`config.mk`:
```
export PLATFORM = sky130hd
export DESIGN_NAME = supv_reset_gen
export DESIGN_NICKNAME = d
export VERILOG_FILES = /design/src/rtl/supv_pkg.sv /design/src/rtl/supv_sync.sv /design/src/rtl/supv_stretch_cnt.sv /design/src/rtl/supv_out_reg.sv /design/src/rtl/supv_reset_gen.sv
export SDC_FILE = /design/constraint.sdc
export NUM_CORES = 1
export LEC_CHECK = 0
export ABC_CLOCK_PERIOD_IN_PS = 2000
export BUFFER_PORTS_ARGS = -buffer_cell sky130_fd_sc_hd__buf_2
export CAP_MARGIN = 20
export CORE_MARGIN = 1
export CORE_UTILIZATION = 54
export CTS_BUF_LIST = sky130_fd_sc_hd__clkbuf_16
export DETAILED_ROUTE_END_ITERATION = 6
export GPL_TIMING_DRIVEN = 0
export PLACE_DENSITY_LB_ADDON = 0.3
export SETUP_SLACK_MARGIN = 0.2
export SLEW_MARGIN = 0
export SYNTH_ARGS = -nofsm -noshare
export SYNTH_HDL_FRONTEND = slang
export SYNTH_SLANG_ARGS = --single-unit
export TNS_END_PERCENT = 100
```
`constraint.sdc`:
```
create_clock -name clk -period 2 [get_ports clk]
set_input_delay 0.3 -clock clk [delete_from_list [all_inputs] [get_ports clk]]
set_output_delay 0.3 -clock clk [all_outputs]
set_load 0.01 [all_outputs]
```
`src/rtl/supv_pkg.sv`:
```
package supv_pkg;
  // 200 ms at a 100 MHz clock
  localparam int unsigned DEFAULT_STRETCH = 20_000_000;
  localparam int unsigned SYNC_STAGES     = 2;

  function automatic int unsigned cnt_width(input int unsigned n);
    return (n < 1) ? 1 : $clog2(n + 1);
  endfunction
endpackage

```
`src/rtl/supv_sync.sv`:
```
module supv_sync #(
  parameter int unsigned STAGES    = 2,
  parameter logic        RESET_VAL = 1'b1
) (
  input  logic clk,
  input  logic rst,
  input  logic d,
  output logic q
);
  logic [STAGES-1:0] sh;

  generate
    if (STAGES == 1) begin : g_one
      always_ff @(posedge clk) begin
        if (rst) sh <= RESET_VAL;
        else     sh <= d;
      end
    end else begin : g_many
      always_ff @(posedge clk) begin
        if (rst) sh <= {STAGES{RESET_VAL}};
        else     sh <= {sh[STAGES-2:0], d};
      end
    end
  endgenerate

  assign q = sh[STAGES-1];
endmodule

```
`src/rtl/supv_stretch_cnt.sv`:
```
module supv_stretch_cnt #(
  parameter int unsigned STRETCH_CYCLES = 16,
  parameter int unsigned CW             = 5
) (
  input  logic          clk,
  input  logic          rst,
  input  logic          load,
  output logic [CW-1:0] cnt,
  output logic          busy
);
  localparam logic [CW-1:0] RELOAD = CW'(STRETCH_CYCLES);

  always_ff @(posedge clk) begin
    if (rst || load)      cnt <= RELOAD;
    else if (cnt != '0)   cnt <= cnt - 1'b1;
  end

  assign busy = (cnt != '0);
endmodule

```
`src/rtl/supv_out_reg.sv`:
```
module supv_out_reg (
  input  logic clk,
  input  logic rst,
  input  logic hold,
  output logic rst_hi,
  output logic rst_lo_n
);
  always_ff @(posedge clk) begin
    if (rst) begin
      rst_hi   <= 1'b1;
      rst_lo_n <= 1'b0;
    end else begin
      rst_hi   <= hold;
      rst_lo_n <= ~hold;
    end
  end
endmodule

```
`src/rtl/supv_reset_gen.sv`:
```
module supv_reset_gen
  import supv_pkg::*;
#(
  parameter int unsigned STRETCH_CYCLES = DEFAULT_STRETCH,
  parameter int unsigned SYNC_DEPTH     = SYNC_STAGES
) (
  input  logic clk,
  input  logic rst,
  input  logic uv_flag,
  input  logic mr_n,
  output logic rst_n_out,
  output logic rst_out
);
  localparam int unsigned CW = cnt_width(STRETCH_CYCLES);

  logic          mr_sync_n;
  logic          src_active;
  logic [CW-1:0] cnt;
  logic          busy;

  supv_sync #(.STAGES(SYNC_DEPTH), .RESET_VAL(1'b1)) u_sync (
    .clk (clk),
    .rst (rst),
    .d   (mr_n),
    .q   (mr_sync_n)
  );

  assign src_active = uv_flag | ~mr_sync_n;

  supv_stretch_cnt #(.STRETCH_CYCLES(STRETCH_CYCLES), .CW(CW)) u_cnt (
    .clk  (clk),
    .rst  (rst),
    .load (src_active),
    .cnt  (cnt),
    .busy (busy)
  );

  supv_out_reg u_out (
    .clk      (clk),
    .rst      (rst),
    .hold     (src_active | busy),
    .rst_hi   (rst_out),
    .rst_lo_n (rst_n_out)
  );
endmodule

```
==> metrics.md <==
| Metric | Value |
|---|---|
| Synth Warn # | 0 |
| FF-to-FF setup slack | 0.03 ns |
| H-Tree Depth | 2 |
| Nets | 212 |
| Cell Pwr Density | 734 nW/um^2 |
| Fin. Hold Viols | 0 |
| Arrival @ worst endpoint | 2.13 ns |
| Total GRT Usage | 33.6% |
| Final antenna-violating net count | 0 |
| Initial DRC count | 103 |
| Worst Setup End Kind | flip-flop |
| Core Region | 2570 sq um |
| Post-route non-filler standard cell count | 238 |
| Grt ovf | 0 |
| P&R area growth vs syn | 42.9% |
| CTS tree | done |
| RSZ-0062 raised after global routing | true |
| Clock Tree Root | clkbuf_16 |
| Clock-pin slew on the worst setup and hold paths | 0.05 ns |
| Max cap viols | 0 |
| Final setup vio count | 0 |
| Maximum vdd drop | 0.00103 V |
| DRC Markers | 0 |
| Outcome | completed |
| Worst hold path class | in -> reg |
| # IOs | 6 |
| Gate Count Post-Synth | 169 |
| Worst-Margin Slew | 0.535 ns |
| Sequential share of the synthesized area | 38.4% |
| Share of layout cells above drive strength 1 | 42.3% |
| First-pass detailed-route iteration total | 4 |
| First-pass GRT wire length | 6870 microns |
| Slew Limit Fails | 0 |
| RR Endpoint | u_cnt.cnt[11]$_SDFFE_PP1P_ |
| Die W | 54.9 microns |
| Hold buffer count at cts | 0 |
| Average cell area after synthesis | 8.95 sq um |
| Initial antenna violation count | 0 |
| Placed insts | 204 |
| Tcrit/Tclk final | 98.3% |
| Vias per inst | 6.61 |
| GP Congestion | 0.844 |
| Reg2reg start | u_cnt.cnt[16]$_SDFFE_PP1P_ |
| Final WS setup | 0.0333 ns |
| Routed len/inst | 19.9 microns |
| FMAX | 508 MHz |
| Layout Skew | 0.00470 ns |
| Pre-CTS WS | -0.274 ns |
| Clk_lat worst skew | 0.27 ns |
| Nature of the critical path startpoint | flip-flop |
| N_diodes | 0 |
| Port-buffer cells | 5 |
| Clock Sinks | 29 |
| CTS max path bufs | 2 |
| Leak pwr | 0.729 nW |
| CP startpoint | u_cnt.cnt[16]$_SDFFE_PP1P_ |
| Starting Density | 58.9% |
| Routed wire length | 4740 microns |
| Data required, critical path | 2.16 ns |
| Total number of vias | 1573 |
| Synth Register Bits | 29 |
| Min Tclk post-route | 1.97 ns |
| Worst Path Max Fanout | 4 |
| Vias in the first global route | 1387 |
| Syn Nets | 174 |
| WS Path Type | reg -> reg |
| Die Y | 54.9 microns |
| Number of buffers created by CTS | 5 |
| Row Count | 18 |
| Worst reg2reg path depth | 6 |
| Relative slew slack | 64.3% |
| Critical Path Sink | u_cnt.cnt[11]$_SDFFE_PP1P_ |
| Hold path depth | 2 |
| Synth cell types | 40 |
| Placed wire-length estimate | 2380 microns |
| Die Area | 3020 sq um |
| Synth Cell Area | 1510 sq um |
| Largest net degree at the start of global routing | 11 |
| Fill cells | 130 |
==> cell usage in the layout, fill, tap and decap left out, drive strengths merged <==
master / instances
buf: 34
dfxtp: 29
nand2: 21
mux2i: 11
a21oi: 11
nand2b: 9
or4: 9
clkbuf: 9
nor2: 8
o21ai: 6
nor4: 5
a2111oi: 5
nor3: 5
nand3: 5
inv: 5
o31ai: 4
a211oi: 4
or2: 3
and2: 3
nand4: 3
clkinv: 3
nor3b: 2
or3: 2
a2111o: 2
a31oi: 1
or3b: 1
a221o: 1
and4: 1
nand3b: 1
a311o: 1
o2bb2ai: 1
o211ai: 1
nand4b: 1
ha: 1
==> power by group <==
part	internal, W	leakage [nW]	total (W)	switching, W
logic	0.000126	0.422	0.000258	0.000132
registers	0.000594	0.238	0.000629	0.0000343
clock network	0.000448	0.0687	0.000701	0.000253
total	0.00117	0.729	0.00159	0.000419
==> kinds of logic after synthesis <==
logic type | share of synthesized area (%)
buffers and inverters | 4.47
AND/OR/NAND/NOR | 32.3
AO/OA/AOI/OAI | 16.8
flip-flops | 38.4
multiplexers | 7.28
adder cells (fa/ha/maj) | 0.827
==> critical path, cell delays in order (launching register included) <==
cell and delay [ns]:
dfxtp_4 0.34, or4_4 0.57, buf_6 0.15, nor4_4 0.21, buf_6 0.17, a31oi_4 0.09, a221o_1 0.33
==> metrics by stage <==
step / utilization [%] / TNS, ns / total power, W / cell area, sq um / hold WS, ns
5_1_grt: 84.2 / 0 / 0.00164 / 2160 / 0.226
3_5_place_dp: 63.4 / -4.28 / 0.000785 / 1630 / 0.404
6_report: 84.2 / 0 / 0.00159 / 2160 / 0.207
3_3_place_gp: 63.4 / -2.62 / 0.000779 / 1630 / 0.395
4_1_cts: 81.5 / 0 / 0.00154 / 2090 / 0.210
2_1_floorplan: - / 0 / 0.000750 / 1560 / 0.389
==> worst min path at each step <==
stage,endpoint,start,slack (ns)
finish,u_sync.sh[0]$_SDFF_PP1_,mr_n,0.21
global route,u_sync.sh[0]$_SDFF_PP1_,mr_n,0.23
CTS,u_sync.sh[0]$_SDFF_PP1_,mr_n,0.21
detailed placement,u_sync.sh[1]$_SDFF_PP1_,u_sync.sh[0]$_SDFF_PP1_,0.40
global placement,u_sync.sh[1]$_SDFF_PP1_,u_sync.sh[0]$_SDFF_PP1_,0.40
floorplan,u_sync.sh[1]$_SDFF_PP1_,u_sync.sh[0]$_SDFF_PP1_,0.39
==> cell usage after synthesis, drive strengths merged <==
master	instances	area (sq um)
dfxtp	29	581
nand2	21	78.8
a21oi	11	55.1
mux2i	11	110
nand2b	9	56.3
or4	9	78.8
nor2	8	30.0
o21ai	6	30.0
a2111oi	5	43.8
inv	5	18.8
nand3	5	25.0
nor3	5	25.0
nor4	5	73.8
a211oi	4	30.0
clkbuf	4	25.0
o31ai	4	30.0
and2	3	18.8
buf	3	23.8
nand4	3	18.8
or2	3	18.8
a2111o	2	22.5
nor3b	2	15.0
or3	2	15.0
a221o	1	10.0
a311o	1	10.0
a31oi	1	6.26
and4	1	8.76
ha	1	12.5
nand3b	1	7.51
nand4b	1	8.76
o211ai	1	7.51
o2bb2ai	1	8.76
or3b	1	8.76
==> area by class of cell <==
cell class	count	area [sq um]	area share, %
Multi-Input combinational cell	128	1070	49.5
Buffer	7	58.8	2.72
Sequential cell	29	598	27.7
Timing Repair Buffer	31	235	10.9
Tap cell	30	37.5	1.74
Clock inverter	3	12.5	0.579
Inverter	5	23.8	1.10
Clock buffer	5	125	5.79
==> sequential cells by signal (all words and copies together) (netlist names) <==
name / count
u_out.rst_lo_n: 1
u_sync.sh: 2
u_out.rst_hi: 1
u_cnt.cnt: 25
==> metal layers <==
metal  vias up  global-route usage [%]  wire (microns)
li1        712                       -               -
met1       773                    38.0            1830
met2        76                    62.0            2490
met3        12                    8.74             330
met4         0                    8.33              90
met5         -                       0               0
==> timing repair <==
item / CTS / global route
setup endpoints to repair: 26 / 26
pin swaps: 12 / 6
setup buffers: 23 / 3
hold endpoints to repair: 0 / 0
resized for setup: 44 / 8
Note: power is estimated with default switching activity, not from simulation.
